[config.mk]
export PLATFORM = sky130hd
export DESIGN_NAME = dac_cmd_bank
export DESIGN_NICKNAME = d
export VERILOG_FILES = /design/src/rtl/dac_cmd_pkg.sv /design/src/rtl/dac_clr_gate.sv /design/src/rtl/dac_cmd_decode.sv /design/src/rtl/dac_chan_regs.sv /design/src/rtl/dac_cmd_bank.sv
export SDC_FILE = /design/constraint.sdc
export NUM_CORES = 1
export LEC_CHECK = 0
export BUFFER_PORTS_ARGS = -buffer_cell sky130_fd_sc_hd__buf_2
export CORE_ASPECT_RATIO = 1.25
export CORE_MARGIN = 2
export CORE_UTILIZATION = 35
export DETAILED_ROUTE_END_ITERATION = 8
export PLACE_DENSITY_LB_ADDON = 0.25
export SLEW_MARGIN = 20
export SYNTH_ARGS = -nofsm -noshare
export SYNTH_HDL_FRONTEND = slang
export SYNTH_HIERARCHICAL = 1
export SYNTH_SLANG_ARGS = --single-unit
[constraint.sdc]
create_clock -name clk_i -period 3.25 [get_ports clk_i]
set_input_delay 0.975 -clock clk_i [delete_from_list [all_inputs] [get_ports clk_i]]
set_output_delay 0.975 -clock clk_i [all_outputs]
set_load 0.05 [all_outputs]
[src/rtl/dac_cmd_pkg.sv]
package dac_cmd_pkg;
  localparam int NUM_CH = 2;

  typedef enum logic [1:0] {
    LD_IN   = 2'b00,
    LD_OUT  = 2'b01,
    LD_XFER = 2'b10,
    LD_ALL  = 2'b11
  } ld_sel_e;

  typedef enum logic [1:0] {
    PD_OFF   = 2'b00,
    PD_R1K   = 2'b01,
    PD_R100K = 2'b10,
    PD_HIZ   = 2'b11
  } pd_mode_e;

  typedef struct packed {
    logic in_we;
    logic out_we;
    logic xfer;
    logic pd_we;
  } ch_ctl_t;
endpackage

[src/rtl/dac_clr_gate.sv]
module dac_clr_gate (
  input  logic clk_i,
  input  logic rst_ni,
  input  logic strobe_i,
  input  logic frame_edge_i,
  output logic apply_o
);
  logic armed_q;

  // armed once a frame edge is seen after clear
  always_ff @(posedge clk_i or negedge rst_ni) begin
    if (!rst_ni)           armed_q <= 1'b0;
    else if (frame_edge_i) armed_q <= 1'b1;
  end

  assign apply_o = strobe_i && (armed_q || frame_edge_i);
endmodule

[src/rtl/dac_cmd_decode.sv]
module dac_cmd_decode
  import dac_cmd_pkg::*;
#(
  parameter int DATA_W = 12
) (
  input  logic                               apply_i,
  input  logic [DATA_W+3:0]                  word_i,
  output ch_ctl_t [NUM_CH-1:0]               ctl_o,
  output logic [DATA_W-1:0]                  data_o,
  output pd_mode_e                           mode_o
);
  localparam int WORD_W = DATA_W + 4;

  ld_sel_e ld;
  logic    ch_sel;
  logic    pd_frame;
  logic    addr;

  assign ld       = ld_sel_e'(word_i[WORD_W-1:WORD_W-2]);
  assign ch_sel   = word_i[WORD_W-3];
  assign pd_frame = word_i[WORD_W-4];
  assign data_o   = word_i[DATA_W-1:0];
  assign mode_o   = pd_mode_e'(word_i[DATA_W-1:DATA_W-2]);

  always_comb begin
    addr = 1'b0;
    for (int c = 0; c < NUM_CH; c++) begin
      ctl_o[c] = '0;
      addr     = (ld == LD_ALL) || (ch_sel == c[0]);
      if (apply_i) begin
        if (pd_frame) begin
          ctl_o[c].pd_we = addr;
        end else begin
          unique case (ld)
            LD_IN:   ctl_o[c].in_we = addr;
            LD_OUT:  ctl_o[c].out_we = addr;
            LD_XFER: begin
              ctl_o[c].in_we = addr;
              ctl_o[c].xfer  = 1'b1;
            end
            LD_ALL: begin
              ctl_o[c].in_we  = 1'b1;
              ctl_o[c].out_we = 1'b1;
            end
            default: ;
          endcase
        end
      end
    end
  end
endmodule

[src/rtl/dac_chan_regs.sv]
module dac_chan_regs
  import dac_cmd_pkg::*;
#(
  parameter int DATA_W = 12
) (
  input  logic              clk_i,
  input  logic              rst_ni,
  input  ch_ctl_t           ctl_i,
  input  logic [DATA_W-1:0] data_i,
  input  pd_mode_e          mode_i,
  output logic [DATA_W-1:0] code_o,
  output pd_mode_e          pd_o
);
  logic [DATA_W-1:0] in_q;
  logic [DATA_W-1:0] out_q;
  pd_mode_e          pd_q;

  always_ff @(posedge clk_i or negedge rst_ni) begin
    if (!rst_ni) begin
      in_q  <= '0;
      out_q <= '0;
      pd_q  <= PD_OFF;
    end else begin
      if (ctl_i.in_we) in_q <= data_i;
      if (ctl_i.out_we)    out_q <= data_i;
      else if (ctl_i.xfer) out_q <= ctl_i.in_we ? data_i : in_q;
      if (ctl_i.pd_we) pd_q <= mode_i;
    end
  end

  assign code_o = out_q;
  assign pd_o   = pd_q;
endmodule

[src/rtl/dac_cmd_bank.sv]
module dac_cmd_bank
  import dac_cmd_pkg::*;
#(
  parameter int DATA_W = 12
) (
  input  logic              clk_i,
  input  logic              rst_ni,
  input  logic              strobe_i,
  input  logic              frame_edge_i,
  input  logic [DATA_W+3:0] word_i,
  output logic [DATA_W-1:0] code_a_o,
  output logic [DATA_W-1:0] code_b_o,
  output logic [1:0]        pd_a_o,
  output logic [1:0]        pd_b_o
);
  logic                  apply;
  ch_ctl_t [NUM_CH-1:0]  ctl;
  logic [DATA_W-1:0]     data;
  pd_mode_e              mode;
  logic [DATA_W-1:0]     code_w [NUM_CH];
  pd_mode_e              pd_w   [NUM_CH];

  dac_clr_gate u_gate (
    .clk_i        (clk_i),
    .rst_ni       (rst_ni),
    .strobe_i     (strobe_i),
    .frame_edge_i (frame_edge_i),
    .apply_o      (apply)
  );

  dac_cmd_decode #(.DATA_W(DATA_W)) u_dec (
    .apply_i (apply),
    .word_i  (word_i),
    .ctl_o   (ctl),
    .data_o  (data),
    .mode_o  (mode)
  );

  for (genvar c = 0; c < NUM_CH; c++) begin : g_ch
    dac_chan_regs #(.DATA_W(DATA_W)) u_regs (
      .clk_i  (clk_i),
      .rst_ni (rst_ni),
      .ctl_i  (ctl[c]),
      .data_i (data),
      .mode_i (mode),
      .code_o (code_w[c]),
      .pd_o   (pd_w[c])
    );
  end

  assign code_a_o = code_w[0];
  assign code_b_o = code_w[1];
  assign pd_a_o   = pd_w[0];
  assign pd_b_o   = pd_w[1];
endmodule

Yosys cells after proc, flatten, opt, wreduce, memory -nomap -nowiden
Index checks and enable logic that the tools add are counted.
- bitwise logic cells: 1
- equality and inequality tests: 3
- reductions and logical operators: 8
- mux-type cells: 17
- operator list (operator ; count):
    $mux 12 ; 6
    $mux 4 ; 2
    $pmux 1 s2 ; 4
    $mux 3 ; 2
    $eq 2x2->1 const B ; 2
    $reduce_bool 2->1 ; 2
    $logic_or 1x1->1 ; 3
    $mux 1 ; 3
    $eq 2x1->1 const B ; 1
    $logic_not 2->1 ; 1
    $reduce_or 2->1 ; 1
    $logic_and 1x1->1 ; 1
    $not 1->1 ; 1
- register bits: 53

Logic depth before layout (Yosys ltp)
Gate-level depths: netlist (run 1).
- depth after elaboration: 8
- mapped depth: 7
- mapped depth without buffers: 5

By module
Netlist (run 1), hierarchy kept.
- by module, submodules not included (module ; instances ; cells each ; area each (µm²) ; sequential area each (µm²)):
    dac_chan_regs ; 2 ; 97 ; 1194.9 ; 650.6
    dac_cmd_decode ; 1 ; 31 ; 200.2 ; 0.0
    dac_clr_gate ; 1 ; 3 ; 38.8 ; 25.0

Worst setup path before layout (run 1)
OpenSTA, ideal clock, no wires.
- path type: input-to-reg
- start: input frame_edge_i
- end: register g_ch[1].u_regs.out_q[0]
- path slack: 0.843 ns
- cell stages on the path: 7
- data required time: 3.119 ns
- arrival time: 2.275 ns
- setup time: 0.131 ns
- buffers on the path: 2
- cells stage by stage: o21a_1 nand2b_1 nor3_1 buf_4 nor2b_1 buf_4 a221oi_2
- RTL lines (element ; RTL line ; text):
    start: declaration ; dac_cmd_bank.sv:9 ; input logic frame_edge_i,
    end signal: assignment ; dac_chan_regs.sv:25 ; if (ctl_i.out_we) out_q <= data_i;
    end signal: assignment ; dac_chan_regs.sv:26 ; else if (ctl_i.xfer) out_q <= ctl_i.in_we ? data_i : in_q;
    end: declaration ; dac_chan_regs.sv:15 ; logic [DATA_W-1:0] out_q;

Final worst setup path (run 1)
- start: input frame_edge_i
- end: register g_ch[1].u_regs.out_q[11]
- cells in the longest elaborated chain, start to end: 6
- elaborated cells on any way between the ends: 7
- those cells by class: mux (4); reduce/logical (3)
- RTL lines (element ; RTL line ; text):
    $logic_or 1x1->1 (*) ; dac_clr_gate.sv:16 ; assign apply_o = strobe_i && (armed_q || frame_edge_i);
    $logic_and 1x1->1 (*) ; dac_clr_gate.sv:16 ;
    net apply ; dac_cmd_bank.sv:16 ; logic apply;
    $mux 4 (*) ; dac_cmd_decode.sv:30 ; if (apply_i) begin
    $mux 12 ; -- ;
    $mux 12 ; dac_chan_regs.sv:26 ;
    $mux 12 ; dac_chan_regs.sv:25 ;
The timed path passes the listed nets; every way through them passes the cells marked *. The select of a mux whose other input is x is not followed.
A chain may end at the register's enable or synchronous reset.

==> flow_metrics.tcl, run 1 <==
set metrics [dict create \
    start_util_pct 35.9 \
    total_power_w 0.00195 \
    diodes 0 \
    r2r_slack_ns 1.33 \
    cp.arrival_ns 2.49 \
    vias_per_cell 5.00 \
    io_pins 48 \
    multi_input_area_sq_um 1010 \
    coreArea_sq_um 7310 \
    status "finished clean" \
    seq_area_frac_synth_pct 50.5 \
    placedInstanceArea_sq_um 2890 \
    cts_setup_buffers 0 \
    min_path_type "reg2reg" \
    die_area_sq_um 8220 \
    synth_fp_nets 248 \
    cts_tree "done" \
    first_pass_iters 4 \
    netlist.area_leader.share_pct 50.5 \
    nFillCells 730 \
    max_slew_margin_pct 50.6 \
    finalCritPeriodShare_pct 71.8 \
    nets 284 \
    hold_buffers 0 \
    cts_sinks 53 \
    detail_route.wl_per_cell_um 15.8 \
    dp_slack_ns 0.568 \
    yosysWarnings 6 \
    routed_wl_um 5640 \
    dp_cells 349 \
    critPathRequiredTime_ns 3.41 \
    finalHoldViolCount 0 \
    clkTransAtPathRegs_ns 0.09 \
    setup_tns_ns 0 \
    clk_latency_ns 0.29 \
    crit_path_end_kind "flip-flop" \
    finalNonFillerCells 357 \
    cp-start-kind "input pin" \
    worstMarginPinSlew_ns 0.741 \
    crit_fanout 28 \
    drive_gt1_share_pct 43.8 \
    synth-seq-cells 53 \
    vias 1785 \
    synth_cell_types 21 \
    die-width_um 81.5 \
    dp_hpwl_um 3990 \
    grt_pass1_vias 1948 \
    num_rows 35 \
    ir_drop_uv 280 \
    cts.path.max_buffers 2 \
    postSynthAreaPerCell_sq_um 11.5 \
    clockRootBuffer "clkbuf_8" \
    cap_violations 0 \
    clock.fmax_mhz 428 \
    setup_viol 0 \
    slowest_delay_ns 0.55 \
    cp_slowest_cell "a21o_1" \
    crit_chain "buf_2, o21a_1, nand2b_1, nor3_2, buf_12, a21o_1, a221oi_1" \
    grt_max_degree 30 \
    synth_area_sq_um 2630 \
    first_iter_violations 53 \
    grt_use_total_pct 14.8 \
    p_leak_nw 1.39 \
    cts.repair.resized 0 \
    drc 0 \
    clock_skew_ns 0.00388 \
    synth.largest_area_cell "dfrtp_1" \
    rsz0062_at_grt "no" \
    drtAntennaViolNets 0 \
    fin_ws_ns 0.915 \
    final_max_slew_viol_count 0 \
    register_area_sq_um 1330 \
    period_needed_ns 2.33 \
    cts_buffers 5 \
    cellPowerDensity_nw_per_um2 659 \
    syn_inst 228 \
    worstSetupPathType "in2reg" \
    place_congestion 0.775 \
    portBuffers 47 \
    die-height_um 101 \
    grt_first_pass_wirelength_um 9340 \
    stdcell_area_sq_um 2970 \
    grt-ovfl-total 0 \
    htree_num_levels 2 \
    syn_to_final_growth_pct 12.8 \
    ys_top_cells_by_area "dfrtp_1 50%, a221oi_2 13%, mux2_2 12%, buf_4 4.9%, nor3_1 4.8%" \
    antenna_found_initial 0 \
]
[sequential cells by signal (all words and copies together) (netlist names)]
signal / flops
g_ch.u_regs/pd_o: 4
u_gate/armed_q: 1
g_ch.u_regs/in_q: 24
g_ch.u_regs/code_o: 24
[layer usage]
metal	share of wire (%)	vias to the layer above	track usage [%]
met4	0.43	0	3.13
met5	0	-	0
met2	52	43	25.8
met1	43	890	18.7
met3	4.7	2	3.05
li1	-	850	-
[worst paths after layout]
check,from,end,cells past startpoint
max in group asynchronous,rst_ni,g_ch[1].u_regs/code_o[2],2
min in group asynchronous,rst_ni,g_ch[0].u_regs/code_o[10],1
hold reg to reg,u_gate/armed_q,u_gate/armed_q,1
setup / recovery,frame_edge_i,g_ch[1].u_regs/code_o[11],7
setup reg to reg,u_gate/armed_q,g_ch[1].u_regs/code_o[11],6
hold / removal,u_gate/armed_q,u_gate/armed_q,1
[cells in the mapped netlist, drive strengths merged]
cell type	number
dfrtp	53
mux2	28
buf	27
nor2	27
inv	25
nor3	25
a221oi	24
a21oi	4
a21o	2
clkbuf	2
nand2	2
nand2b	2
nor2b	2
and2b	1
nand3b	1
nor3b	1
o21a	1
or2	1
[cells in the final DEF, fill, tap and decap left out]
| cell type | synthesis | routed |
|---|---|---|
| nor3_1 | 25 | 24 |
| clkbuf_1 | 2 | 3 |
| nor2b_1 | 2 | 2 |
| nand3b_1 | 1 | 1 |
| a21oi_2 | 0 | 1 |
| nand2b_1 | 2 | 2 |
| or2_1 | 1 | 1 |
| and2b_1 | 1 | 1 |
| dfrtp_1 | 53 | 53 |
| a21o_1 | 2 | 2 |
| buf_12 | 0 | 2 |
| nand2_1 | 2 | 2 |
| a21oi_1 | 4 | 3 |
| a221oi_2 | 22 | 22 |
| a221oi_1 | 2 | 2 |
| nor3b_2 | 1 | 1 |
| clkbuf_8 | 0 | 5 |
| nor2_1 | 27 | 27 |
| mux2_2 | 28 | 28 |
| buf_4 | 17 | 9 |
| buf_2 | 6 | 47 |
| o21a_1 | 1 | 1 |
| nor3_2 | 0 | 1 |
| inv_1 | 25 | 25 |
[power by group]
| group | total (W) | internal, W | leakage [nW] | switching, W |
|---|---|---|---|---|
| sequential | 0.000887 | 0.000807 | 0.605 | 0.0000801 |
| combinational | 0.000710 | 0.000220 | 0.744 | 0.000489 |
| clock | 0.000356 | 0.000154 | 0.0395 | 0.000202 |
[through the flow]
step / hold slack (ns) / utilization [%]
4_1_cts: 0.501 / 40.5
3_5_place_dp: 0.478 / 39.5
5_1_grt: 0.508 / 40.5
2_1_floorplan: 0.433 / -
3_3_place_gp: 0.456 / 39.5
6_report: 0.489 / 40.5
[layout make-up]
class / instances / area share (%)
tap: 92 / 3.88
clock buffer: 8 / 2.70
multi-input combinational: 121 / 34.0
sequential: 53 / 44.7
inverter: 25 / 3.16
timing repair buffer: 58 / 11.6
[critical path: cells and delay by family]
kind / cells / cell delay [ns]
simple gates: 2 / 0.32
buf+inv: 2 / 0.30
compound gates: 3 / 0.90
[cell families (layout without fill, tap and decap cells)]
logic type             count (synthesis)  count (layout)  share of synthesized area, %
AO/OA/AOI/OAI                         31              31                          14.9
multiplexers                          28              28                          12.0
buffers and inverters                 54              91                          11.6
flip-flops                            53              53                          50.5
AND/OR/NAND/NOR                       62              62                          11.1
Power figures use the tool's default switching activity.
==> run 2: changes to the inputs <==
--- a/config.mk
+++ b/config.mk
@@ -5,6 +5,7 @@
 export SDC_FILE = /design/constraint.sdc
 export NUM_CORES = 1
 export LEC_CHECK = 0
+export ABC_AREA = 1
 export BUFFER_PORTS_ARGS = -buffer_cell sky130_fd_sc_hd__buf_2
 export CORE_ASPECT_RATIO = 1.25
 export CORE_MARGIN = 2
==> constraint.sdc (replaced) <==
create_clock -name clk_i -period 1.9 [get_ports clk_i]
set_input_delay 0.57 -clock clk_i [delete_from_list [all_inputs] [get_ports clk_i]]
set_output_delay 0.57 -clock clk_i [all_outputs]
set_load 0.05 [all_outputs]
==> flow_metrics.tcl, run 2 <==
set metrics [dict create \
    worstSetupPathType "reg2reg" \
    utilization_pct 41.3 \
    cts_buffers 5 \
    synth_common_cells "155 x nand2_1, 53 x dfrtp_1, 37 x inv_1, 21 x buf_4, 20 x a21oi_2" \
    first_iter_violations 62 \
    cap_violations 0 \
    drc 0 \
    max_slew_margin_pct 49.3 \
    synth_area_sq_um 2560 \
    dp_hpwl_um 3890 \
    crit_path_end_kind "flip-flop" \
    final_max_slew_viol_count 0 \
    htree_num_levels 2 \
    detail_route.wl_per_cell_um 12.2 \
    critPathRequiredTime_ns 2.14 \
    r2r_slack_ns 0.16 \
    io_pins 48 \
    grt_pass1_vias 1904 \
    coreArea_sq_um 7020 \
    grt_max_degree 54 \
    nets 379 \
    synth_edf_count 0 \
    synth.largest_area_cell "dfrtp_1" \
    netlist.area_leader.share_pct 51.8 \
    synth_fp_nets 338 \
    r2r_cells 8 \
    dp_cells 442 \
    diodes 0 \
    grt_use_total_pct 14.8 \
    startpoint "u_gate/armed_q" \
    die-width_um 80.5 \
    finalHoldViolCount 0 \
    yosysWarnings 6 \
    rr_endpoint "g_ch[0].u_regs/code_o[0]" \
    fin_ws_ns 0.165 \
    synth-seq-cells 53 \
    async_flop_share_pct 100 \
    holdWs_ns 0.243 \
    drtAntennaViolNets 0 \
    ys_top_cells_by_area "dfrtp_1 52%, nand2_1 23%, a21oi_2 6.8%, buf_4 6.2%, inv_1 5.4%" \
    cp-start-kind "flip-flop" \
    cts.repair.resized 0 \
    final_common_cell "nand2_1" \
    period_needed_ns 1.74 \
    cts_setup_buffers 0 \
    placedInstanceArea_sq_um 2810 \
    seq_area_frac_synth_pct 51.8 \
    dp_slack_ns -0.168 \
    hold_buffers 0 \
    vias 1956 \
    status "finished clean" \
    portBuffers 47 \
    synth_cell_types 12 \
    finalNonFillerCells 449 \
    setup_viol 0 \
    cellPowerDensity_nw_per_um2 1080 \
    cp.arrival_ns 1.98 \
    antenna_found_initial 0 \
    die_area_sq_um 8020 \
    grt-ovfl-total 0 \
    drive_gt1_share_pct 26.2 \
    clk_latency_ns 0.30 \
    min_path_type "in2async" \
    cts.path.max_buffers 2 \
    crit_fanout 12 \
    start_util_pct 36.5 \
    cts_sinks 53 \
    rsz0062_at_grt "no" \
    clockRootBuffer "clkbuf_8" \
    grt_first_pass_wirelength_um 9110 \
    p_leak_nw 1.73 \
    worstMarginPinSlew_ns 0.759 \
    final_cell_mix "155 x nand2_1, 53 x dfrtp_1, 47 x buf_2, 37 x inv_1, 20 x a21oi_2" \
    synth_most_common_cell "nand2_1" \
    first_pass_iters 4 \
    clock_skew_ns 0.00675 \
    clock.fmax_mhz 576 \
    r2r_start "u_gate/armed_q" \
    place_congestion 0.795 \
    syn_inst 318 \
    cts_tree "done" \
    num_rows 34 \
    postSynthAreaPerCell_sq_um 8.05 \
    ys.flop_type "dfrtp_1" \
    clkTransAtPathRegs_ns 0.09 \
    syn_to_final_growth_pct 13.2 \
    stdcell_area_sq_um 2900 \
    vias_per_cell 4.36 \
    routed_wl_um 5500 \
    ir_drop_uv 533 \
    die-height_um 99.6 \
    finalCritPeriodShare_pct 91.3 \
]
run 2: cell type report:
| class | count | area (sq um) |
|---|---|---|
| well taps | 90 | 113 |
| flip-flops and latches | 53 | 1330 |
| fillers | 738 | 4120 |
| multi-input cells | 201 | 890 |
| inverters | 39 | 146 |
| repair buffers | 59 | 338 |
| clock buffers | 7 | 86.3 |
run 2: worst max-delay path by stage:
| stage | end |
|---|---|
| 2_1_floorplan | g_ch[0].u_regs/code_o[10] |
| 5_1_grt | g_ch[0].u_regs/code_o[0] |
| 6_report | g_ch[0].u_regs/code_o[0] |
| 3_5_place_dp | g_ch[1].u_regs/code_o[0] |
| 4_1_cts | g_ch[1].u_regs/code_o[0] |
| 3_3_place_gp | g_ch[1].u_regs/code_o[11] |
run 2: logic make-up (layout without fill, tap and decap cells):
family                 count (synthesis)  in the layout  synth area share, %
AO/OA/AOI/OAI                         30             30                 8.80
AND/OR/NAND/NOR                      171            171                 25.8
flip-flops                            53             53                 51.8
buffers and inverters                 64            105                 13.6
run 2: stage by stage:
stage,setup TNS (ns),power [W]
floorplan,0,0.00228
global placement,-1.94,0.00252
detailed placement,-2.69,0.00253
CTS,0,0.00318
global route,0,0.00332
finish,0,0.00314
run 2: routing by layer:
layer	wire length (um)	GRT usage, %	vias up
li1	-	-	1006
met1	2630	20.3	897
met2	2510	23.1	47
met3	295	3.81	6
met4	59	4.17	0
met5	0	0	-
run 2: critical path: stages (launching register included):
cell and delay, ns:
dfrtp_1 0.38, nor2_2 0.10, nor2_1 0.08, nand2_1 0.09, nor2_1 0.05, buf_4 0.14, nor2_2 0.58, a21oi_1 0.15
nand2_1 0.09
run 2: report_power, final:
part,total [W],switching (W),leakage (nW),internal [W]
sequential,0.00147,0.000116,0.660,0.00135
clock,0.000643,0.000353,0.0443,0.000290
combinational,0.00102,0.000763,1.03,0.000261
total,0.00314,0.00123,1.73,0.00191
